===== src/rtl/pmc_pkg.sv =====
package pmc_pkg;
  typedef enum logic [1:0] {
    MODE_LIGHT = 2'd0,
    MODE_MID   = 2'd1,
    MODE_DEEP  = 2'd2
  } pmode_t;

  typedef enum logic [1:0] {
    ST_RUN    = 2'd0,
    ST_SLEEP  = 2'd1,
    ST_SETTLE = 2'd2
  } pstate_t;

  localparam int OPC_W = 17;
  localparam logic [OPC_W-1:0] HALT_OPC = 17'h1FE20;
endpackage


===== src/rtl/pmc_io_regs.sv =====
module pmc_io_regs #(
  parameter int ADDR_W = 8,
  parameter int DATA_W = 16,
  parameter logic [ADDR_W-1:0] SPD_ADDR = 8'h3D,
  parameter logic [ADDR_W-1:0] ICTL_ADDR = 8'h38,
  parameter int SPD_LO = 8,
  parameter int SPD_W = 3,
  parameter int ARM_BIT = 14
) (
  input  logic              clk,
  input  logic              rst_n,
  input  logic [ADDR_W-1:0] io_addr,
  input  logic              io_wr,
  input  logic              io_rd,
  input  logic [DATA_W-1:0] io_wdata,
  output logic [DATA_W-1:0] io_rdata,
  output logic [SPD_W-1:0]  spd_bits,
  output logic              arm
);
  localparam int SPD_HI = SPD_LO + SPD_W - 1;

  logic [SPD_W-1:0]  spd_q;
  logic [DATA_W-1:0] ictl_q;
  logic              spd_sel, ictl_sel;

  assign spd_sel  = (io_addr == SPD_ADDR);
  assign ictl_sel = (io_addr == ICTL_ADDR);

  always_ff @(posedge clk or negedge rst_n) begin
    if (!rst_n) begin
      spd_q  <= '0;
      ictl_q <= '0;
    end else if (io_wr) begin
      if (spd_sel)  spd_q  <= io_wdata[SPD_HI:SPD_LO];
      if (ictl_sel) ictl_q <= io_wdata;
    end
  end

  // The depth field has no read path: only the interrupt-control value is muxed out.
  always_comb begin
    io_rdata = '0;
    if (io_rd && ictl_sel) io_rdata = ictl_q;
  end

  assign spd_bits = spd_q;
  assign arm      = ictl_q[ARM_BIT];


  spd_read_zero_chk: assert property (@(posedge clk) disable iff (!rst_n)
    (io_rd && spd_sel) |-> (io_rdata == '0));


  ictl_write_chk: assert property (@(posedge clk) disable iff (!rst_n)
    (io_wr && ictl_sel) |=> (arm == $past(io_wdata[ARM_BIT])));
endmodule


===== src/rtl/pmc_mode_sel.sv =====
module pmc_mode_sel
  import pmc_pkg::*;
#(
  parameter int SPD_W = 3
) (
  input  logic [SPD_W-1:0] spd_bits,
  input  logic             arm,
  output pmode_t           mode
);
  localparam int ENA_BIT = SPD_W - 1;

  logic gate_periph, sub_zero;

  assign gate_periph = spd_bits[ENA_BIT];
  assign sub_zero    = (spd_bits[ENA_BIT-1:0] == '0);

  always_comb begin
    if (!gate_periph)          mode = MODE_LIGHT;
    else if (sub_zero && arm)  mode = MODE_DEEP;
    else                       mode = MODE_MID;
  end
endmodule


===== src/rtl/pmc_seq.sv =====
module pmc_seq
  import pmc_pkg::*;
#(
  parameter int SETTLE_CYC = 16
) (
  input  logic   clk,
  input  logic   rst_n,
  input  logic   halt_hit,
  input  pmode_t sel_mode,
  input  logic   ext_irq,
  output logic   running,
  output logic   core_clk_en,
  output logic   periph_clk_en,
  output logic   osc_en,
  output logic   wake_pend
);
  localparam int CNT_W = (SETTLE_CYC < 2) ? 1 : $clog2(SETTLE_CYC);
  localparam logic [CNT_W-1:0] CNT_LAST = CNT_W'(SETTLE_CYC - 1);

  pstate_t          state_q, state_d;
  pmode_t           mode_q;
  logic [CNT_W-1:0] cnt_q;
  logic             resume, resume_q, wake_q;

  always_comb begin
    state_d = state_q;
    unique case (state_q)
      ST_RUN:    if (halt_hit) state_d = ST_SLEEP;
      ST_SLEEP:  if (ext_irq)  state_d = (mode_q == MODE_DEEP) ? ST_SETTLE : ST_RUN;
      ST_SETTLE: if (cnt_q == CNT_LAST) state_d = ST_RUN;
      default:   state_d = ST_RUN;
    endcase
  end

  assign resume = (state_q != ST_RUN) && (state_d == ST_RUN);

  always_ff @(posedge clk or negedge rst_n) begin
    if (!rst_n) begin
      state_q  <= ST_RUN;
      mode_q   <= MODE_LIGHT;
      cnt_q    <= '0;
      resume_q <= 1'b0;
      wake_q   <= 1'b0;
    end else begin
      state_q  <= state_d;
      resume_q <= resume;
      wake_q   <= resume_q;
      if (state_q == ST_RUN && halt_hit) mode_q <= sel_mode;
      if (state_q == ST_SETTLE) cnt_q <= cnt_q + 1'b1;
      else                      cnt_q <= '0;
    end
  end

  assign running       = (state_q == ST_RUN);
  assign core_clk_en   = running;
  assign periph_clk_en = running || (state_q == ST_SLEEP && mode_q == MODE_LIGHT);
  assign osc_en        = !(state_q == ST_SLEEP && mode_q == MODE_DEEP);
  assign wake_pend     = wake_q;


  halt_gates_core_chk: assert property (@(posedge clk) disable iff (!rst_n)
    halt_hit |=> !core_clk_en);


  wake_after_restart_chk: assert property (@(posedge clk) disable iff (!rst_n)
    $rose(core_clk_en) |=> wake_pend);


  wake_single_chk: assert property (@(posedge clk) disable iff (!rst_n)
    wake_pend |=> !wake_pend);


  osc_before_core_chk: assert property (@(posedge clk) disable iff (!rst_n)
    $rose(osc_en) |-> !core_clk_en);


  irq_in_run_chk: assert property (@(posedge clk) disable iff (!rst_n)
    (running && !halt_hit) |=> core_clk_en);


  osc_off_gates_chk: assert property (@(posedge clk) disable iff (!rst_n)
    !osc_en |-> (!core_clk_en && !periph_clk_en));
endmodule


===== src/rtl/pmc_idle_ctrl.sv =====
module pmc_idle_ctrl
  import pmc_pkg::*;
#(
  parameter int ADDR_W = 8,
  parameter int DATA_W = 16,
  parameter int SETTLE_CYC = 16
) (
  input  logic              clk,
  input  logic              rst_n,
  input  logic [ADDR_W-1:0] io_addr,
  input  logic              io_wr,
  input  logic              io_rd,
  input  logic [DATA_W-1:0] io_wdata,
  output logic [DATA_W-1:0] io_rdata,
  input  logic              instr_valid,
  input  logic [OPC_W-1:0]  instr_word,
  output logic              halt_step,
  input  logic              ext_irq,
  output logic              core_clk_en,
  output logic              periph_clk_en,
  output logic              osc_en,
  output logic              wake_pend
);
  localparam int SPD_W = 3;

  logic [SPD_W-1:0] spd_bits;
  logic             arm, running, halt_hit;
  pmode_t           sel_mode;

  pmc_io_regs #(
    .ADDR_W(ADDR_W), .DATA_W(DATA_W),
    .SPD_ADDR(ADDR_W'(8'h3D)), .ICTL_ADDR(ADDR_W'(8'h38)),
    .SPD_LO(8), .SPD_W(SPD_W), .ARM_BIT(14)
  ) u_regs (
    .clk(clk), .rst_n(rst_n), .io_addr(io_addr), .io_wr(io_wr), .io_rd(io_rd),
    .io_wdata(io_wdata), .io_rdata(io_rdata), .spd_bits(spd_bits), .arm(arm)
  );

  pmc_mode_sel #(.SPD_W(SPD_W)) u_sel (
    .spd_bits(spd_bits), .arm(arm), .mode(sel_mode)
  );

  assign halt_hit  = running && instr_valid && (instr_word == HALT_OPC);
  assign halt_step = halt_hit;

  pmc_seq #(.SETTLE_CYC(SETTLE_CYC)) u_seq (
    .clk(clk), .rst_n(rst_n), .halt_hit(halt_hit), .sel_mode(sel_mode),
    .ext_irq(ext_irq), .running(running), .core_clk_en(core_clk_en),
    .periph_clk_en(periph_clk_en), .osc_en(osc_en), .wake_pend(wake_pend)
  );


  reset_release_chk: assert property (@(posedge clk)
    $rose(rst_n) |-> (core_clk_en && periph_clk_en && osc_en && !wake_pend));
endmodule


===== config.mk =====
export PLATFORM = sky130hd
export DESIGN_NAME = pmc_idle_ctrl
export DESIGN_NICKNAME = d
export VERILOG_FILES = /design/src/rtl/pmc_pkg.sv /design/src/rtl/pmc_io_regs.sv /design/src/rtl/pmc_mode_sel.sv /design/src/rtl/pmc_seq.sv /design/src/rtl/pmc_idle_ctrl.sv
export SDC_FILE = /design/constraint.sdc
export NUM_CORES = 1
export LEC_CHECK = 0
export BUFFER_PORTS_ARGS = -buffer_cell sky130_fd_sc_hd__buf_2
export CAP_MARGIN = 20
export CORE_MARGIN = 2
export CORE_UTILIZATION = 44
export CTS_CLUSTER_SIZE = 40
export DETAILED_ROUTE_END_ITERATION = 16
export GPL_ROUTABILITY_DRIVEN = 0
export PLACE_DENSITY = 0.83
export REMOVE_ABC_BUFFERS = 1
export SYNTH_ARGS = -nofsm -noshare
export SYNTH_HDL_FRONTEND = slang
export SYNTH_SLANG_ARGS = --single-unit

===== constraint.sdc =====
create_clock -name clk -period 3.4 [get_ports clk]
set_clock_uncertainty 0.15 [all_clocks]
set_input_delay 0.68 -clock clk [delete_from_list [all_inputs] [get_ports clk]]
set_output_delay 0.68 -clock clk [all_outputs]
set_load 0.01 [all_outputs]

==> results.yml, run 1 <==
setup_path:
  cp_data_required_time_ns: 2.57
  crit_fanout: 16
  worstReg2RegEnd: "u_seq.mode_q[1]"
  reg2regPathDepth: 3
  crit_type: "in2out"
  start_kind: "primary input"
  cp_data_arrival_time_ns: 1.91
  critPathCaptureType: "output pin"
  rrSetupSlack_ns: 1.75
  r2r_start: "u_seq.state_q[1]"
global_route:
  grt_overflow: 0
  grt_pass1_vias: 1074
  grt_pass1_wl_mm: 4.86
  grt_usage_pct: 19.0
  grt_max_degree: 30
  antenna_found_initial: 0
power_and_ir_drop:
  power_density_nw_per_um2: 418
  power.share.switching_pct: 19.6
  p_int_mw: 0.615
  max-vdd-ir-drop_mv: 0.223
  total_leakage_power_nw: 1.04
  p_switching_mw: 0.150
  pwr-share-comb_pct: 6.9
  p_clk_share_pct: 45.8
  pwr-share-seq_pct: 47.2
clock_network:
  ctsResizeCount: 0
  cts_tree: "yes"
  path_clk_slew_ns: 0.10
  clockBufferDepth: 2
  hold_buffers: 0
  clkLatencyLatePin_ns: 0.34
  cts_buffers: 5
  cts-root-buf: "clkbuf_4"
  post-cts-setup-buffers: 0
  htree_levels: 2
  cts.sinks: 29
synthesis:
  synth_common_cells: "dfrtp_1 (29), and2_1 (16), mux2_2 (11)"
  synth_compound_area_share_pct: 2.83
  synth_edf_count: 0
  synth_xor_area_share_pct: 1.28
  synth_area_leaders: "dfrtp_1 (53%), mux2_4 (11%), mux2_2 (9.0%)"
  netlist_instances: 109
  synth-async-reset-ratio_pct: 100
  yosys_register_bits: 29
  yosysWarnings: 0
  synth-simple-area-share_pct: 19.8
  yosysTopAreaCellShare_pct: 52.9
  synthMuxAreaShare_pct: 20.0
  synthFlopType: "dfrtp_1"
  ys_seq_area_share_pct: 52.9
  synth_most_common_cell: "dfrtp_1"
  avgSynthCellArea_sq_um: 12.6
  synthAdderAreaFrac_pct: 0.912
  synth_top_family_by_area: "multiplexers"
  netlist_area_sq_um: 1370
  ys_types: 28
  synth_largest_area_cell: "dfrtp_1"
cells_and_area:
  fillers: 259
  post-route-cell-area_sq_um: 1830
  diodes: 0
  fin_nets: 228
  fin_cells: 214
  layout-drive-gt1-share_pct: 54.7
  area_growth_pct: 33.4
  multi_input_area_sq_um: 614
  regArea_sq_um: 726
floorplanning:
  core-area_sq_um: 3000
  start_util_pct: 45.7
  die_y_microns: 59.9
  io_pins: 68
  num_rows: 20
  die-area_sq_um: 3580
  die_width_microns: 59.9
sta:
  tightest_slew_ns: 0.611
  min_period_over_period_pct: 80.5
  drv_slew: 0
  rsz0062_at_grt: "false"
  hold_slack_ns: 0.190
  min_period_ns: 2.74
  setup_viol: 0
  max_slew_margin_pct: 59.3
  hold_violations: 0
  fmax_mhz: 366
  setup_tns_ns: 0
drt:
  num_vias: 1084
  drt_iter0_markers: 31
  detail-route-antenna-nets: 0
  first_pass_iters: 4
  viasPerCell: 5.07
  drt-total-wl_mm: 3.11
  wl_per_cell_microns: 14.5
  drc: 0
flow_run:
  max-cap-violations: 0
place:
  hpwl_mm: 2.28
  dpl_cell_area_sq_um: 1730
  place_inst: 206
  port_buffers: 67
run_status:
  status: "finished clean"
min_path:
  worst_hold_path_type: "in2async"
==> layer usage <==
metal	up-vias	track usage, %	share of wire (%)
met5	-	0	0
met4	0	12.1	2.5
met3	8	4.11	4.5
met2	33	34.9	54
met1	517	19.0	39
li1	526	-	-
==> how the worst max path moves through the flow <==
stage               startpoint     endpoint  slack, ns  cells past startpoint
floorplan           io_addr[1]  io_rdata[0]       1.01                      4
global placement    io_addr[1]  io_rdata[6]       0.74                      6
finish              io_addr[1]  io_rdata[6]       0.66                      6
global route        io_addr[1]  io_rdata[6]       0.56                      6
CTS                 io_addr[1]  io_rdata[6]       0.64                      6
detailed placement  io_addr[1]  io_rdata[6]       0.64                      6
==> through the flow <==
stage                     util [%]  worst slack [ns]  total power [mW]
after CTS                     61.0             0.642             0.768
after global placement        57.5             0.735             0.418
after global routing          61.0             0.562             0.790
after floorplan                  -              1.01             0.383
final                         61.0             0.664             0.765
after detailed placement      57.5             0.642             0.421
==> final cells by class <==
cell class                      count  area share [%]
Clock buffer                        5            2.05
Clock inverter                      3            3.55
Inverter                            3           0.615
Multi-Input combinational cell     74            33.6
Sequential cell                    29            39.6
Tap cell                           33            2.26
Timing Repair Buffer               67            18.3
==> worst max-delay path, stage by stage <==
cell and delay [ns]:
buf_2 0.09, nand4b_1 0.16, nor3_2 0.27, and3_2 0.40
and2_1 0.17, buf_2 0.13
==> power groups by stage <==
stage | combinational [mW] | clock, mW | sequential, mW
detailed placement | 0.0532 | 0 | 0.368
floorplan | 0.0170 | 0 | 0.366
global placement | 0.0507 | 0 | 0.367
global route | 0.0589 | 0.368 | 0.363
CTS | 0.0540 | 0.353 | 0.361
finish | 0.0530 | 0.351 | 0.361
==> placed cells by master (no fill, tap or decap), types with 2 or more instances in the layout <==
| cell type | instances |
|---|---|
| mux2_4 | 10 |
| and3_1 | 2 |
| nand4_1 | 3 |
| nand2_1 | 2 |
| buf_2 | 67 |
| inv_1 | 3 |
| mux2_2 | 11 |
| a21oi_1 | 2 |
| bufinv_16 | 2 |
| dfrtp_1 | 29 |
| nor4_1 | 3 |
| nor2_1 | 9 |
| and2_1 | 16 |
| nand3_1 | 2 |
| clkbuf_4 | 5 |
| a22oi_1 | 2 |
==> state kept, by name, indices dropped and copies added (netlist names) <==
signal           flops
u_seq.mode_q         2
u_seq.wake_pend      1
u_seq.state_q        2
u_seq.resume_q       1
u_regs.spd_bits      3
u_seq.cnt_q          4
u_regs.ictl_q       16
==> cell families (layout without fill, tap and decap cells) <==
| family | Yosys count | after routing |
|---|---|---|
| mux | 21 | 21 |
| fa+ha+maj | 1 | 1 |
| compound gates | 6 | 6 |
| flops | 29 | 29 |
| simple gates | 44 | 44 |
| xor+xnor | 2 | 2 |
| buf+inv | 6 | 78 |
Note: power is estimated with default switching activity, not from simulation.
==> inputs of run 2 (changes only) <==
Settings changed: ABC_AREA from default to 1, CORE_UTILIZATION 44 to 42, PLACE_DENSITY 0.83 to 0.82.
Clock period 3.4 ns to 2.41 ns, I/O delays scaled along.
==> results.yml, run 2 <==
run_status:
  status: "finished, violations left"
  failed_checks: "negative hold slack"
floorplanning:
  num_rows: 21
  start_util_pct: 44.1
  core-area_sq_um: 3390
  die_y_microns: 63.6
  io_pins: 68
  die-area_sq_um: 4050
  die_width_microns: 63.6
sta:
  hold_slack_ns: -0.000401
  min_period_over_period_pct: 92.1
  min_period_ns: 2.22
  max_slew_margin_pct: 58.1
  tightest_slew_ns: 0.629
  rsz0062_at_grt: "false"
  drv_slew: 0
  fmax_mhz: 451
  hold_violations: 1
  setup_viol: 0
  setup_tns_ns: 0
  fin_ws_ns: 0.191
synthesis:
  ys_seq_area_share_pct: 48.6
  netlist_instances: 199
  synthFlopType: "dfrtp_1"
  synth_most_common_cell: "nand2_1"
  yosysWarnings: 0
  synth_largest_area_cell: "dfrtp_1"
  synth_common_cells: "nand2_1 (48), nor2_1 (40), inv_1 (30)"
  ys_types: 18
  yosys_register_bits: 29
  netlist_area_sq_um: 1490
  avgSynthCellArea_sq_um: 7.51
  synth_area_leaders: "dfrtp_1 (49%), nand2_1 (12%), nor2_1 (10%)"
  synth_edf_count: 0
  synth-async-reset-ratio_pct: 100
  yosysTopAreaCellShare_pct: 48.6
global_route:
  grt_pass1_vias: 1364
  antenna_found_initial: 0
  grt_overflow: 0
  grt_pass1_wl_mm: 5.64
  grt_max_degree: 30
  grt_usage_pct: 18.1
clock_network:
  htree_levels: 2
  path_clk_slew_ns: 0.10
  post-cts-setup-buffers: 0
  ctsResizeCount: 0
  hold_buffers: 0
  clockBufferDepth: 2
  clkLatencyLatePin_ns: 0.33
  cts_buffers: 5
  cts.sinks: 29
  cts_tree: "yes"
  cts-root-buf: "clkbuf_4"
setup_path:
  startpoint: "u_seq.state_q[1]"
  cp_data_required_time_ns: 1.78
  crit_fanout: 4
  cp_data_arrival_time_ns: 1.59
  reg2regPathDepth: 7
  worstReg2RegEnd: "u_seq.resume_q"
  crit_type: "reg2out"
  start_kind: "flop"
  critPathCaptureType: "output pin"
  endpoint: "halt_step"
  rrSetupSlack_ns: 0.96
  r2r_start: "u_seq.cnt_q[0]"
drt:
  drt_iter0_markers: 79
  num_vias: 1460
  first_pass_iters: 4
  detail-route-antenna-nets: 0
  drc: 0
  drt-total-wl_mm: 3.29
  wl_per_cell_microns: 10.4
  viasPerCell: 4.62
flow_run:
  max-cap-violations: 0
power_and_ir_drop:
  p_switching_mw: 0.235
  power.share.switching_pct: 21.4
  power_density_nw_per_um2: 560
  pwr-share-comb_pct: 8.1
  p_clk_share_pct: 45.5
  total_leakage_power_nw: 1.06
  p_int_mw: 0.863
  max-vdd-ir-drop_mv: 0.303
  pwr-share-seq_pct: 46.4
place:
  port_buffers: 67
  place_ws_ns: 0.247
  hpwl_mm: 2.49
cells_and_area:
  final_common_cell: "buf_2"
  regMostFlops: "u_regs.ictl_q"
  layout-drive-gt1-share_pct: 29.3
  area_growth_pct: 31.2
  final_cell_mix: "buf_2 (67), nand2_1 (48), nor2_1 (40)"
  diodes: 0
  fin_nets: 317
  largest_reg_flops: 16
min_path:
  worst_hold_path_type: "in2async"
-- run 2: changes by cell type after synthesis, sizes merged, moves of 3 or more --
| cell | delta |
|---|---|
| mux2 | -21 |
| nand4 | +4 |
| nor2 | +31 |
| o21ai | +10 |
| inv | +27 |
| nor4 | -3 |
| nand2 | +48 |
| and2 | -16 |
| nand3 | +18 |
-- run 2: worst min-delay path by stage --
stage / slack [ns] / cells past startpoint / to / from
after floorplan: 0.04 / 0 / u_regs.ictl_q[0] / rst_n
after global placement: 0.19 / 0 / u_seq.wake_pend / u_seq.resume_q
after detailed placement: 0.18 / 0 / u_seq.wake_pend / u_seq.resume_q
after CTS: 0.02 / 1 / u_seq.cnt_q[2] / rst_n
after global routing: 0.04 / 1 / u_seq.state_q[1] / rst_n
final: -0.0004 / 1 / u_seq.state_q[1] / rst_n
-- run 2: power by group through the flow --
stage | clock network, mW | logic, mW | registers [mW]
6_report | 0.500 | 0.0887 | 0.510
5_1_grt | 0.528 | 0.104 | 0.512
4_1_cts | 0.505 | 0.0905 | 0.510
3_5_place_dp | 0 | 0.0903 | 0.519
3_3_place_gp | 0 | 0.0881 | 0.519
2_1_floorplan | 0 | 0.0299 | 0.517
-- run 2: cell families after synthesis --
logic type / Yosys count / synth area share, %
buffers and inverters: 35 / 10.1
AO/OA/AOI/OAI: 10 / 3.35
flip-flops: 29 / 48.6
XOR/XNOR: 1 / 0.586
adder cells (fa/ha/maj): 1 / 0.837
AND/OR/NAND/NOR: 123 / 36.6
-- run 2: through the flow --
step | instance area (sq um) | util, % | power [mW] | instances
final | 1960 | 57.8 | 1.10 | 316
after global routing | 1960 | 57.8 | 1.14 | 316
after CTS | 1960 | 57.8 | 1.11 | 316
after detailed placement | 1860 | 54.8 | 0.609 | 308
after global placement | 1860 | 54.8 | 0.607 | 308
after floorplan | 1460 | - | 0.547 | 194
-- run 2: cell type report --
| type | count | area (sq um) |
|---|---|---|
| tap | 46 | 57.6 |
| multi-input combinational | 135 | 618 |
| clock buffer | 5 | 37.5 |
| sequential | 29 | 726 |
| inverter | 30 | 113 |
| fill | 322 | 1430 |
| timing repair buffer | 68 | 343 |
| clock inverter | 3 | 65.1 |
-- run 2: metal layers --
| layer | wire (microns) | GRT usage (%) | up-vias |
|---|---|---|---|
| met3 | 261 | 6.07 | 6 |
| met4 | 47 | 6.52 | 0 |
| met5 | 0 | 0 | - |
| met1 | 1500 | 21.6 | 635 |
| met2 | 1480 | 30.1 | 60 |
| li1 | - | - | 759 |
-- run 2: critical path, stage by stage, from the launching register on --
cell and delay [ns]:
dfrtp_1 0.42, nor2_1 0.19, nand2_1 0.08, nor2_1 0.12, nor4b_1 0.25, buf_2 0.19
